**config.mk**
```make
export PLATFORM = sky130hd
export DESIGN_NAME = subsys_bus_if
export DESIGN_NICKNAME = d
export VERILOG_FILES = /design/src/rtl/subsys_bus_pkg.sv /design/src/rtl/subsys_bus_ctrl.sv /design/src/rtl/subsys_bus_dp.sv /design/src/rtl/subsys_bus_if.sv
export SDC_FILE = /design/constraint.sdc
export NUM_CORES = 1
export LEC_CHECK = 0
export BUFFER_PORTS_ARGS = -buffer_cell sky130_fd_sc_hd__buf_2
export CAP_MARGIN = 20
export CELL_PAD_IN_SITES_DETAIL_PLACEMENT = 1
export CELL_PAD_IN_SITES_GLOBAL_PLACEMENT = 2
export CORE_ASPECT_RATIO = 0.75
export CORE_UTILIZATION = 31
export CTS_CLUSTER_SIZE = 24
export DETAILED_ROUTE_END_ITERATION = 7
export PLACE_DENSITY_LB_ADDON = 0.1
export SLEW_MARGIN = 5
export SYNTH_ARGS = -nofsm -noshare
export SYNTH_HDL_FRONTEND = slang
export SYNTH_SLANG_ARGS = --single-unit
```
**constraint.sdc**
```tcl
create_clock -name clk -period 4.3 [get_ports clk]
set_clock_uncertainty 0.05 [all_clocks]
set_input_delay 0.86 -clock clk [delete_from_list [all_inputs] [get_ports clk]]
set_output_delay 0.86 -clock clk [all_outputs]
set_load 0.01 [all_outputs]
```
**src/rtl/subsys_bus_pkg.sv**
```systemverilog
package subsys_bus_pkg;

  localparam int ADDR_W = 9;
  localparam int DATA_W = 8;
  localparam int SHADOW_N = 8;
  localparam int SHADOW_IDX_W = $clog2(SHADOW_N);

  localparam logic [ADDR_W-1:0] ADR_CTRL    = 9'd272;
  localparam logic [ADDR_W-1:0] ADR_CLKPGM  = 9'd288;
  localparam logic [ADDR_W-1:0] ADR_MCR5    = 9'd304;
  localparam logic [ADDR_W-1:0] ADR_SHADOW0 = 9'd305;
  localparam logic [ADDR_W-1:0] ADR_FIFO    = 9'd320;

  typedef enum logic [2:0] {
    TGT_NONE,
    TGT_CTRL,
    TGT_CLKPGM,
    TGT_MCR5,
    TGT_SHADOW,
    TGT_FIFO
  } target_e;

  typedef struct packed {
    logic latchOpen;
    logic rdActive;
    logic wrActive;
    logic wrPulse;
    logic rdEndPulse;
  } busStrobes_t;

  function automatic target_e decodeTarget(input logic [ADDR_W-1:0] a, input logic byp);
    if (a == ADR_CTRL) return TGT_CTRL;
    if (a == ADR_CLKPGM) return TGT_CLKPGM;
    if (a == ADR_MCR5) return TGT_MCR5;
    if (a >= ADR_SHADOW0 && a < ADR_SHADOW0 + SHADOW_N) return TGT_SHADOW;
    if (a == ADR_FIFO && byp) return TGT_FIFO;
    return TGT_NONE;
  endfunction

endpackage

```
**src/rtl/subsys_bus_ctrl.sv**
```systemverilog
module subsys_bus_ctrl
  import subsys_bus_pkg::*;
#(
  parameter int SYNC_STAGES = 2
) (
  input  logic        clk,
  input  logic        rstN,
  input  logic        busModeSel,
  input  logic        styleSel,
  input  logic        latchStrobe,
  input  logic        rdStrobe,
  input  logic        wrStrobe,
  output busStrobes_t strobes
);

  // bit 2 latch, bit 1 read/data strobe, bit 0 write/direction
  logic [2:0] syncChain [SYNC_STAGES];
  logic [2:0] strobeS;
  logic       latchS, rdS, wrS;
  logic       rdActive, wrActive;
  logic       rdPrev, wrPrev;

  always_ff @(posedge clk or negedge rstN) begin
    if (!rstN) begin
      for (int s = 0; s < SYNC_STAGES; s++) syncChain[s] <= 3'b011;
    end else begin
      syncChain[0] <= {latchStrobe, rdStrobe, wrStrobe};
      for (int s = 1; s < SYNC_STAGES; s++) syncChain[s] <= syncChain[s-1];
    end
  end

  assign strobeS = syncChain[SYNC_STAGES-1];
  assign latchS  = strobeS[2];
  assign rdS     = strobeS[1];
  assign wrS     = strobeS[0];

  // both styles read with low strobe and high second line
  assign rdActive = !rdS && wrS;
  assign wrActive = styleSel ? (!rdS && !wrS) : (rdS && !wrS);

  always_ff @(posedge clk or negedge rstN) begin
    if (!rstN) begin
      rdPrev <= 1'b0;
      wrPrev <= 1'b0;
    end else begin
      rdPrev <= rdActive;
      wrPrev <= wrActive;
    end
  end

  always_comb begin
    strobes.latchOpen  = !busModeSel && (styleSel ? !latchS : latchS);
    strobes.rdActive   = rdActive;
    strobes.wrActive   = wrActive;
    strobes.wrPulse    = wrPrev && !wrActive;
    strobes.rdEndPulse = rdPrev && !rdActive;
  end

  AST_WR_PULSE_SINGLE: assert property (@(posedge clk) disable iff (!rstN)
    strobes.wrPulse |=> !strobes.wrPulse);

  AST_RD_PULSE_SINGLE: assert property (@(posedge clk) disable iff (!rstN)
    strobes.rdEndPulse |=> !strobes.rdEndPulse);

endmodule

```
**src/rtl/subsys_bus_dp.sv**
```systemverilog
module subsys_bus_dp
  import subsys_bus_pkg::*;
#(
  parameter int SYNC_STAGES = 2
) (
  input  logic                       clk,
  input  logic                       rstN,
  input  logic                       busModeSel,
  input  logic                       bypassEn,
  input  busStrobes_t                strobes,
  input  logic                       addrHi,
  input  logic [DATA_W-1:0]          addrLo,
  input  logic [DATA_W-1:0]          dataIn,
  input  logic [DATA_W-1:0]          ctrlRdData,
  input  logic [SHADOW_N*DATA_W-1:0] shadowRegs,
  input  logic [DATA_W-1:0]          txFifoData,
  output logic [ADDR_W-1:0]          busAddr,
  output logic [DATA_W-1:0]          dataOut,
  output logic                       dataOe,
  output logic [DATA_W-1:0]          wrData,
  output logic                       busWrEn,
  output logic                       ctrlWe,
  output logic                       clkPgmWe,
  output logic                       mcr5We,
  output logic                       rxFifoWe,
  output logic                       txFifoRe
);

  localparam int SYNC_W = 1 + 2 * DATA_W;

  logic [SYNC_W-1:0] syncChain [SYNC_STAGES];
  logic              hiS;
  logic [DATA_W-1:0] loS, dataS;
  logic [ADDR_W-1:0] latchedAddr;
  logic [ADDR_W-1:0] accAddr;
  logic [DATA_W-1:0] wrDataQ;
  logic [DATA_W-1:0] shadowByte [SHADOW_N];
  logic [ADDR_W-1:0] shadowOff;
  logic [DATA_W-1:0] readValue;
  target_e           rdTarget, wrTarget;

  always_ff @(posedge clk or negedge rstN) begin
    if (!rstN) begin
      for (int s = 0; s < SYNC_STAGES; s++) syncChain[s] <= '0;
    end else begin
      syncChain[0] <= {addrHi, addrLo, dataIn};
      for (int s = 1; s < SYNC_STAGES; s++) syncChain[s] <= syncChain[s-1];
    end
  end

  assign {hiS, loS, dataS} = syncChain[SYNC_STAGES-1];

  // transparent address latch for the multiplexed bus
  always_ff @(posedge clk or negedge rstN) begin
    if (!rstN) latchedAddr <= '0;
    else if (strobes.latchOpen) latchedAddr <= {hiS, dataS};
  end

  assign busAddr = busModeSel ? {hiS, loS} : latchedAddr;

  // address and data as they stood during the active phase
  always_ff @(posedge clk or negedge rstN) begin
    if (!rstN) begin
      accAddr <= '0;
      wrDataQ <= '0;
    end else begin
      if (strobes.rdActive || strobes.wrActive) accAddr <= busAddr;
      if (strobes.wrActive) wrDataQ <= dataS;
    end
  end

  assign wrData  = wrDataQ;
  assign busWrEn = strobes.wrPulse;

  assign wrTarget = decodeTarget(accAddr, bypassEn);
  assign ctrlWe   = strobes.wrPulse && (wrTarget == TGT_CTRL);
  assign clkPgmWe = strobes.wrPulse && (wrTarget == TGT_CLKPGM);
  assign mcr5We   = strobes.wrPulse && (wrTarget == TGT_MCR5);
  assign rxFifoWe = strobes.wrPulse && (wrTarget == TGT_FIFO);
  assign txFifoRe = strobes.rdEndPulse && (wrTarget == TGT_FIFO);

  for (genvar i = 0; i < SHADOW_N; i++) begin : gShadow
    assign shadowByte[i] = shadowRegs[i*DATA_W +: DATA_W];
  end

  assign shadowOff = busAddr - ADR_SHADOW0;
  assign rdTarget  = decodeTarget(busAddr, bypassEn);

  always_comb begin
    unique case (rdTarget)
      TGT_CTRL:   readValue = ctrlRdData;
      TGT_SHADOW: readValue = shadowByte[shadowOff[SHADOW_IDX_W-1:0]];
      TGT_FIFO:   readValue = txFifoData;
      default:    readValue = '0;
    endcase
  end

  assign dataOe  = strobes.rdActive;
  assign dataOut = strobes.rdActive ? readValue : '0;

  AST_ONE_TARGET: assert property (@(posedge clk) disable iff (!rstN)
    $onehot0({ctrlWe, clkPgmWe, mcr5We, rxFifoWe, txFifoRe}));

  AST_FIFO_GATED: assert property (@(posedge clk) disable iff (!rstN)
    (rxFifoWe || txFifoRe) |-> bypassEn);

  AST_ADDR_HOLD: assert property (@(posedge clk) disable iff (!rstN)
    (!busModeSel && $past(!busModeSel) && !strobes.latchOpen && $past(!strobes.latchOpen))
      |-> $stable(busAddr));

  AST_WE_NEEDS_WRITE: assert property (@(posedge clk) disable iff (!rstN)
    (ctrlWe || clkPgmWe || mcr5We || rxFifoWe) |-> $past(strobes.wrActive));

  AST_IDLE_QUIET: assert property (@(posedge clk) disable iff (!rstN)
    !dataOe |-> (dataOut == '0));

endmodule

```
**src/rtl/subsys_bus_if.sv**
```systemverilog
module subsys_bus_if
  import subsys_bus_pkg::*;
#(
  parameter int SYNC_STAGES = 2
) (
  input  logic        clk,
  input  logic        rstN,
  input  logic        busModeSel,
  input  logic        styleSel,
  input  logic        latchStrobe,
  input  logic        rdStrobe,
  input  logic        wrStrobe,
  input  logic        addrHi,
  input  logic [7:0]  addrLo,
  input  logic [7:0]  dataIn,
  output logic [7:0]  dataOut,
  output logic        dataOe,
  input  logic        bypassEn,
  input  logic [7:0]  ctrlRdData,
  input  logic [63:0] shadowRegs,
  input  logic [7:0]  txFifoData,
  output logic [8:0]  busAddr,
  output logic        busWrEn,
  output logic [7:0]  wrData,
  output logic        ctrlWe,
  output logic        clkPgmWe,
  output logic        mcr5We,
  output logic        rxFifoWe,
  output logic        txFifoRe
);

  busStrobes_t strobes;

  subsys_bus_ctrl #(.SYNC_STAGES(SYNC_STAGES)) ctrl_i (
    .clk         (clk),
    .rstN        (rstN),
    .busModeSel  (busModeSel),
    .styleSel    (styleSel),
    .latchStrobe (latchStrobe),
    .rdStrobe    (rdStrobe),
    .wrStrobe    (wrStrobe),
    .strobes     (strobes)
  );

  subsys_bus_dp #(.SYNC_STAGES(SYNC_STAGES)) dp_i (
    .clk        (clk),
    .rstN       (rstN),
    .busModeSel (busModeSel),
    .bypassEn   (bypassEn),
    .strobes    (strobes),
    .addrHi     (addrHi),
    .addrLo     (addrLo),
    .dataIn     (dataIn),
    .ctrlRdData (ctrlRdData),
    .shadowRegs (shadowRegs),
    .txFifoData (txFifoData),
    .busAddr    (busAddr),
    .dataOut    (dataOut),
    .dataOe     (dataOe),
    .wrData     (wrData),
    .busWrEn    (busWrEn),
    .ctrlWe     (ctrlWe),
    .clkPgmWe   (clkPgmWe),
    .mcr5We     (mcr5We),
    .rxFifoWe   (rxFifoWe),
    .txFifoRe   (txFifoRe)
  );

endmodule

```
==> results of run 1 <==
==> synth_stat cells (all sizes together), types with 6 or more instances <==
library cell,instances
a22oi,8
inv,8
mux4,16
mux2,25
and2,8
dfrtp,64
o32ai,8
nor2,12
mux2i,12
a21oi,6
==> per-layer routing <==
layer	share of wire, %	vias to the layer above	wire length [um]
li1	-	1145	-
met1	47	1229	4050
met2	48	71	4180
met3	4.2	9	369
met4	1.1	0	92
met5	0	-	0
==> critical path, cell delays in order <==
cell      delay (ps)
buf_2            140
buf_4            260
mux2i_1          490
or3_1            230
nand4_4          210
a221oi_4         500
and2_1           200
buf_2            130
==> registers in the layout (all words and copies together), names as in the netlist, 3 cells and up <==
| name | flops |
|---|---|
| dp_i.wrData | 8 |
| dp_i.dataS | 8 |
| dp_i.syncChain | 17 |
| dp_i.loS | 8 |
| dp_i.latchedAddr | 9 |
| ctrl_i.strobeS | 3 |
| dp_i.accAddr | 9 |
| ctrl_i.syncChain | 3 |
==> logic make-up (layout without fill, tap and decap cells) <==
family | after synthesis | count (layout) | share of synthesized area, %
XOR/XNOR | 3 | 3 | 1.05
buffers and inverters | 16 | 168 | 2.71
multiplexers | 53 | 53 | 24.3
AND/OR/NAND/NOR | 49 | 49 | 9.44
flip-flops | 68 | 68 | 52.8
adder cells (fa/ha/maj) | 2 | 2 | 0.774
AO/OA/AOI/OAI | 32 | 32 | 8.90
==> report_power, final <==
part           internal (mW)  switching, mW
Combinational          0.222          0.206
Sequential             0.713         0.0509
Clock                  0.628          0.265
==> worst max-delay path by stage <==
stage | to | slack [ps] | cells after the start
2_1_floorplan | dataOut[5] | 380 | 9
4_1_cts | dataOut[6] | 390 | 8
5_1_grt | dataOut[0] | 260 | 8
3_5_place_dp | dataOut[2] | 390 | 8
3_3_place_gp | dataOut[2] | 410 | 8
6_report | dataOut[6] | 360 | 8
==> area by class of cell <==
cell class                      count  share of cell area, %
Timing Repair Buffer              144                   16.6
Multi-Input combinational cell    139                   32.3
Sequential cell                    68                   38.3
Clock buffer                        9                   5.06
Tap cell                          132                   3.71
Inverter                            8                  0.674
Clock inverter                      7                   3.29
==> impl_metrics.env, run 1 <==
export IMPL_viasPerCell=4.84
export IMPL_clk_latency_ps=320
export IMPL_grt_overflow_total=0
export IMPL_design_area_um2=4450
export IMPL_rr_worst_depth=3
export IMPL_vias=2454
export IMPL_die_area_um2=10800
export IMPL_relSlewSlack_pct=44.4
export IMPL_start_kind="input port"
export IMPL_rsz0062_at_grt="no"
export IMPL_finalCoreUtilization_pct=45.0
export IMPL_critPathKind="input port to primary output"
export IMPL_root_buffer="clkbuf_16"
export IMPL_htree_levels=3
export IMPL_place_ws_ps=391
export IMPL_clock_sinks=68
export IMPL_hold_path_endpoint="dp_i.loS[4]"
export IMPL_rrSetupSlack_ps=2570
export IMPL_syn_avg_cell_area_um2=14.5
export IMPL_p_leak_nw=2.09
export IMPL_boundaryPins=137
export IMPL_cts_setup_buffers=0
export IMPL_antenna_found_initial=0
export IMPL_dpl_hpwl_um=6680
export IMPL_grt_max_degree=57
export IMPL_final_net_count=477
export IMPL_stdcell_count=507
export IMPL_tightest_slew_ps=830
export IMPL_syn_to_final_growth_pct=37.7
export IMPL_min_from="dp_i.syncChain[29]"
export IMPL_firstDrtPassIters=5
export IMPL_core_area_um2=9890
export IMPL_syn_area_um2=3230
export IMPL_slew_violations=0
export IMPL_grt_pass1_wl_um=13800
export IMPL_endpoint_kind="primary output"
export IMPL_fin_setup_tns_ps=0
export IMPL_n_fill_cell=1071
export IMPL_r2r_end="dp_i.latchedAddr[7]"
export IMPL_required_ps=3390
export IMPL_power_density_nw_per_um2=468
export IMPL_cts_tree="built"
export IMPL_synth_edf_count=0
export IMPL_start_util_pct=32.7
export IMPL_synthCells=223
export IMPL_die_h_um=90.4
export IMPL_drt_wl_total_um=8690
export IMPL_whs_ps=296
export IMPL_async_reset_ff_share_pct=100
export IMPL_grt_total_usage_pct=16.9
export IMPL_setup_viol=0
export IMPL_placed_cells=490
export IMPL_drive_above_1_share_pct=55.5
export IMPL_portBuffers=136
export IMPL_rows=31
export IMPL_cts_clk_slew_worst_paths_ps=50
export IMPL_ys_ff_latch=68
export IMPL_synth_area_leaders="dfrtp_1 50%, mux4_2 11%, mux2_2 5.9%"
export IMPL_grt_met1_usage_pct=23.0
export IMPL_worstReg2RegStart="ctrl_i.strobeS[2]"
export IMPL_gr_usage_met2_pct=26.1
export IMPL_period_needed_ps=3940
export IMPL_synth_ff_type="dfrtp_1"
export IMPL_holdBufCountCts=0
export IMPL_cts_resized=0
export IMPL_critPathArrivalTime_ps=3030
export IMPL_hold_path_class="register to register"
export IMPL_synth_top_cell_area_share_pct=49.5
export IMPL_fin_ws_ps=359
export IMPL_die_x_um=120
export IMPL_cap_violations=0
export IMPL_final_common_cell="buf_2"
export IMPL_syn_nets=330
export IMPL_ys_seq_area_share_pct=52.8
export IMPL_cts_buffers=9
export IMPL_total_power_mw=2.09
export IMPL_drc_errors=0
export IMPL_ir_worst_vdd_mv=0.234
export IMPL_place_gp_congestion=0.694
export IMPL_finalCritPeriodShare_pct=91.6
export IMPL_drt_iter0_drc=70
export IMPL_hold_viol=0
export IMPL_ant_nets=0
export IMPL_placed_cell_area_um2=4070
export IMPL_seq_area_um2=1710
export IMPL_startpoint="busModeSel"
export IMPL_grt_busiest_layer="met2"
export IMPL_gr_usage_met3_pct=5.18
export IMPL_crit_fanout=19
export IMPL_first_global_vias=2583
export IMPL_diodes=0
export IMPL_ys_types=49
export IMPL_wl_per_cell_um=17.1
export IMPL_status="finished, final reports clean"
export IMPL_yosysTopAreaCell="dfrtp_1"
export IMPL_yosys_warnings=0
export IMPL_final_cell_mix="136 x buf_2, 64 x dfrtp_1, 17 x mux2_2"
export IMPL_timing_fmax_ghz=0.254
export IMPL_multi_input_area_um2=1440
export IMPL_clockBufferDepth=2
export IMPL_hold_depth=0
Note: power is estimated with default switching activity, not from simulation.
==> run 2, diff against run 1 <==
--- a/config.mk
+++ b/config.mk
@@ -13,6 +13,7 @@
 export CORE_UTILIZATION = 31
 export CTS_CLUSTER_SIZE = 24
 export DETAILED_ROUTE_END_ITERATION = 7
+export GPL_TIMING_DRIVEN = 0
 export PLACE_DENSITY_LB_ADDON = 0.1
 export SLEW_MARGIN = 5
 export SYNTH_ARGS = -nofsm -noshare
==> constraint.sdc (replaced) <==
create_clock -name clk -period 3.7 [get_ports clk]
set_clock_uncertainty 0.05 [all_clocks]
set_input_delay 0.74 -clock clk [delete_from_list [all_inputs] [get_ports clk]]
set_output_delay 0.74 -clock clk [all_outputs]
set_load 0.01 [all_outputs]
==> impl_metrics.env, run 2 (synthesized netlist as in run 1, its figures left out) <==
export IMPL_path_cells="buf_2, mux2i_4, buf_6, ha_4, o21a_1, o2111ai_2, a221oi_4, and2_1, buf_2"
export IMPL_boundaryPins=137
export IMPL_grt_total_usage_pct=17.7
export IMPL_gr_usage_met2_pct=27.8
export IMPL_timing_fmax_ghz=0.281
export IMPL_grt_pass1_wl_um=14700
export IMPL_whs_ps=297
export IMPL_slowest_delay_ps=450
export IMPL_crit_fanout=10
export IMPL_fin_ws_ps=144
export IMPL_firstDrtPassIters=4
export IMPL_drt_iter0_drc=54
export IMPL_die_area_um2=10800
export IMPL_cts_buffers=9
export IMPL_fin_setup_tns_ps=0
export IMPL_first_global_vias=2786
export IMPL_status="finished, final reports clean"
export IMPL_root_buffer="clkbuf_16"
export IMPL_vias=2481
export IMPL_final_common_cell="buf_2"
export IMPL_setup_viol=0
export IMPL_grt_busiest_layer="met2"
export IMPL_syn_to_final_growth_pct=39.8
export IMPL_final_cell_mix="135 x buf_2, 64 x dfrtp_1, 17 x mux2_2"
export IMPL_total_power_mw=2.31
export IMPL_power_density_nw_per_um2=510
export IMPL_ir_worst_vdd_mv=0.228
export IMPL_placed_cells=491
export IMPL_drive_above_1_share_pct=57.1
export IMPL_cts_clk_slew_worst_paths_ps=50
export IMPL_portBuffers=136
export IMPL_grt_met1_usage_pct=24.3
export IMPL_endpoint_kind="primary output"
export IMPL_core_area_um2=9890
export IMPL_relSlewSlack_pct=37.6
export IMPL_place_gp_congestion=0.706
export IMPL_cts_tree="built"
export IMPL_required_ps=2910
export IMPL_finalCritPeriodShare_pct=96.1
export IMPL_htree_levels=3
export IMPL_start_util_pct=32.7
export IMPL_crit_path_frequent_cell="buf_2"
export IMPL_cap_violations=0
export IMPL_drc_errors=0
export IMPL_wl_per_cell_um=17.3
export IMPL_final_net_count=484
export IMPL_stdcell_count=514
export IMPL_critPathKind="input port to primary output"
export IMPL_clock_sinks=68
export IMPL_p_leak_nw=2.10
export IMPL_antenna_found_initial=0
export IMPL_period_needed_ps=3560
export IMPL_dpl_hpwl_um=6790
export IMPL_holdBufCountCts=0
export IMPL_place_ws_ps=-1140
export IMPL_gr_usage_met3_pct=3.79
export IMPL_hold_path_class="register to register"
export IMPL_start_kind="input port"
export IMPL_cpMaxStageDelayCell="a221oi_4"
export IMPL_drt_wl_total_um=8900
export IMPL_largest_register_ffs=17
export IMPL_die_x_um=120
export IMPL_viasPerCell=4.83
export IMPL_tightest_slew_ps=933
export IMPL_slew_violations=0
export IMPL_die_h_um=90.4
export IMPL_grt_max_degree=69
export IMPL_diodes=0
export IMPL_hold_viol=0
export IMPL_rows=31
export IMPL_ant_nets=0
export IMPL_clockBufferDepth=2
export IMPL_reg_top3="dp_i.syncChain: 17 flops, dp_i.accAddr: 9 flops, dp_i.latchedAddr: 9 flops"
export IMPL_grt_overflow_total=0
export IMPL_rsz0062_at_grt="no"
export IMPL_top_register="dp_i.syncChain"
export IMPL_critPathArrivalTime_ps=2770
export IMPL_clk_latency_ps=320
## run 2: metrics by stage
step	utilization, %	instance area [um^2]
floorplan	-	3230
finish	45.7	4520
CTS	45.2	4480
detailed placement	41.3	4080
global route	45.7	4520
global placement	41.2	4080
## run 2: cell type report
class	count	area (um^2)
Multi-Input combinational cell	139	1490
Clock buffer	11	243
Clock inverter	5	60.1
Fill cell	1096	5370
Timing Repair Buffer	145	763
Buffer	6	58.8
Inverter	8	30.0
Tap cell	132	165
Sequential cell	68	1710
## run 2: routing by layer
layer  vias to the layer above  share of wire (%)
met2                        65                 49
met4                         0               0.57
met5                         -                  0
met3                         4                5.1
li1                       1156                  -
met1                      1256                 45
## run 2: worst paths after layout
check	from	end	slack, ps	cells past startpoint
worst max-delay path	busModeSel	dataOut[1]	140	9
worst min-delay path	dp_i.syncChain[23]	dp_i.dataS[6]	300	0
worst min register to register	dp_i.syncChain[23]	dp_i.dataS[6]	300	0
worst max register to register	ctrl_i.strobeS[1]	dp_i.wrData[6]	1790	3
min in group asynchronous	rstN	dp_i.syncChain[19]	480	1
max in group asynchronous	rstN	dp_i.accAddr[6]	2570	1
## run 2: repair_timing
action / in CTS / in global routing
gates resized for setup: 11 / 4
setup buffers: 3 / 6
endpoints found under the setup margin: 8 / 8
pin swaps: 0 / 5
## run 2: worst max-delay path, delay by kind of cell
family	cells	cell delay [ps]
and+or+nand+nor	1	190
adders and majority gates	1	190
muxes	1	310
AOI/OAI and AO/OA	3	810
buffers and inverters	3	520
## run 2: power by group
| part | total, mW | internal, mW | switching, mW |
|---|---|---|---|
| Combinational | 0.570 | 0.306 | 0.265 |
| Sequential | 0.890 | 0.829 | 0.0616 |
| Clock | 0.846 | 0.542 | 0.304 |
| Total | 2.31 | 1.68 | 0.630 |
==> run 3, diff against run 2 <==
--- a/config.mk
+++ b/config.mk
@@ -11,9 +11,11 @@
 export CELL_PAD_IN_SITES_GLOBAL_PLACEMENT = 2
 export CORE_ASPECT_RATIO = 0.75
 export CORE_UTILIZATION = 31
+export CTS_BUF_LIST = sky130_fd_sc_hd__clkbuf_16
 export CTS_CLUSTER_SIZE = 24
 export DETAILED_ROUTE_END_ITERATION = 7
 export GPL_TIMING_DRIVEN = 0
+export HOLD_SLACK_MARGIN = 0.12
 export PLACE_DENSITY_LB_ADDON = 0.1
 export SLEW_MARGIN = 5
 export SYNTH_ARGS = -nofsm -noshare
==> impl_metrics.env, run 3 (synthesized netlist as in run 1, its figures left out) <==
export IMPL_hold_viol=0
export IMPL_final_cell_mix="135 x buf_2, 64 x dfrtp_1, 17 x mux2_2"
export IMPL_crit_fanout=10
export IMPL_start_kind="input port"
export IMPL_tightest_slew_ps=940
export IMPL_rrSetupSlack_ps=1780
export IMPL_vias=2484
export IMPL_antenna_found_initial=0
export IMPL_cp_top_family="compound AO/OA/AOI/OAI gates"
export IMPL_die_x_um=120
export IMPL_grt_total_usage_pct=17.7
export IMPL_grt_pass1_wl_um=14700
export IMPL_r2r_end="dp_i.wrData[6]"
export IMPL_final_common_cell="buf_2"
export IMPL_status="finished, final reports clean"
export IMPL_first_global_vias=2792
export IMPL_syn_to_final_growth_pct=39.5
export IMPL_htree_levels=3
export IMPL_ant_nets=0
export IMPL_cts_tree="built"
export IMPL_drt_iter0_drc=54
export IMPL_reg_top3="dp_i.syncChain: 17 flops, dp_i.accAddr: 9 flops, dp_i.latchedAddr: 9 flops"
export IMPL_holdBufCountCts=0
export IMPL_portBuffers=136
export IMPL_crit_buf_inv=3
export IMPL_largest_register_ffs=17
export IMPL_setup_viol=0
export IMPL_clock_sinks=68
export IMPL_worstReg2RegStart="ctrl_i.strobeS[1]"
export IMPL_grt_max_degree=69
export IMPL_whs_ps=297
export IMPL_boundaryPins=137
export IMPL_required_ps=2910
export IMPL_critPathArrivalTime_ps=2770
export IMPL_drc_errors=0
export IMPL_multi_input_area_um2=1490
export IMPL_slew_violations=0
export IMPL_slowest_delay_ps=450
export IMPL_place_gp_congestion=0.706
export IMPL_p_leak_nw=2.09
export IMPL_top_register="dp_i.syncChain"
export IMPL_relSlewSlack_pct=37.1
export IMPL_die_h_um=90.4
export IMPL_ir_worst_vdd_mv=0.228
export IMPL_hold_path_endpoint="dp_i.dataS[6]"
export IMPL_min_from="dp_i.syncChain[23]"
export IMPL_viasPerCell=4.83
export IMPL_die_area_um2=10800
export IMPL_design_area_um2=4510
export IMPL_firstDrtPassIters=4
export IMPL_grt_overflow_total=0
export IMPL_core_area_um2=9890
export IMPL_place_ws_ps=-1140
export IMPL_endpoint_kind="primary output"
export IMPL_cts_buffers=9
export IMPL_cap_violations=0
export IMPL_rsz0062_at_grt="no"
export IMPL_path_cells="buf_2, mux2i_4, buf_6, ha_4, o21a_1, o2111ai_2, a221oi_4, and2_1, buf_2"
export IMPL_root_buffer="clkbuf_16"
export IMPL_finalCritPeriodShare_pct=96.1
export IMPL_cts_clk_slew_worst_paths_ps=50
export IMPL_critPathKind="input port to primary output"
export IMPL_clockBufferDepth=2
export IMPL_hold_path_class="register to register"
export IMPL_clk_latency_ps=320
export IMPL_start_util_pct=32.7
export IMPL_diodes=0
export IMPL_hold_depth=0
export IMPL_period_needed_ps=3560
export IMPL_final_net_count=484
export IMPL_power_density_nw_per_um2=506
export IMPL_crit_path_frequent_cell="buf_2"
export IMPL_drive_above_1_share_pct=56.8
export IMPL_placed_cell_area_um2=4080
export IMPL_timing_fmax_ghz=0.281
export IMPL_total_power_mw=2.28
export IMPL_rr_worst_depth=3
export IMPL_fin_ws_ps=144
export IMPL_rows=31
export IMPL_seq_area_um2=1710
export IMPL_wl_per_cell_um=17.3
export IMPL_cpMaxStageDelayCell="a221oi_4"
export IMPL_n_fill_cell=1098
export IMPL_dpl_hpwl_um=6790
export IMPL_drt_wl_total_um=8900
## run 3: changes by cell type in the layout (fill, tap and decap cells not counted), sizes merged
cell,before,now
clkbuf,15,13
clkinv,2,3
inv,9,10
## run 3: area by class of cell
cell class / count / share of cell area [%]
Sequential cell: 68 / 37.8
Multi-Input combinational cell: 139 / 33.1
Timing Repair Buffer: 145 / 16.9
Clock buffer: 9 / 4.99
Tap cell: 132 / 3.66
Clock inverter: 7 / 1.50
Buffer: 6 / 1.30
Inverter: 8 / 0.666
## run 3: worst max path at each step
stage / from / end / slack, ps / cells past startpoint
after floorplan: busModeSel / dataOut[5] / 20 / 9
after global placement: busModeSel / dataOut[5] / -1120 / 11
after detailed placement: busModeSel / dataOut[5] / -1140 / 11
after CTS: busModeSel / dataOut[7] / 20 / 11
after global routing: busModeSel / dataOut[3] / 9 / 9
final: busModeSel / dataOut[1] / 140 / 9
## run 3: metrics by stage
step / setup TNS (ps) / cells / util [%]
after global routing: 0 / 514 / 45.6
after CTS: 0 / 509 / 45.1
final: 0 / 514 / 45.6
after global placement: -8430 / 491 / 41.2
after detailed placement: -8420 / 491 / 41.3
after floorplan: 0 / 223 / -
## run 3: layer usage
metal  global-route usage (%)  routed length, um  up-vias
met2                     27.9               4360       65
met1                     24.3               4040     1259
met3                     3.79                455        4
li1                         -                  -     1156
met5                        0                  0        -
met4                     5.21                 51        0
## run 3: report_power, final
group          internal, mW  switching [mW]
combinational         0.306           0.265
clock                 0.518           0.303
sequential            0.829          0.0615
## run 3: timing repair
action / CTS / global route
setup buffers: 3 / 6
pin swaps: 0 / 5
cloned: 0 / 0
endpoints found under the setup margin: 8 / 8
resized for setup: 11 / 4
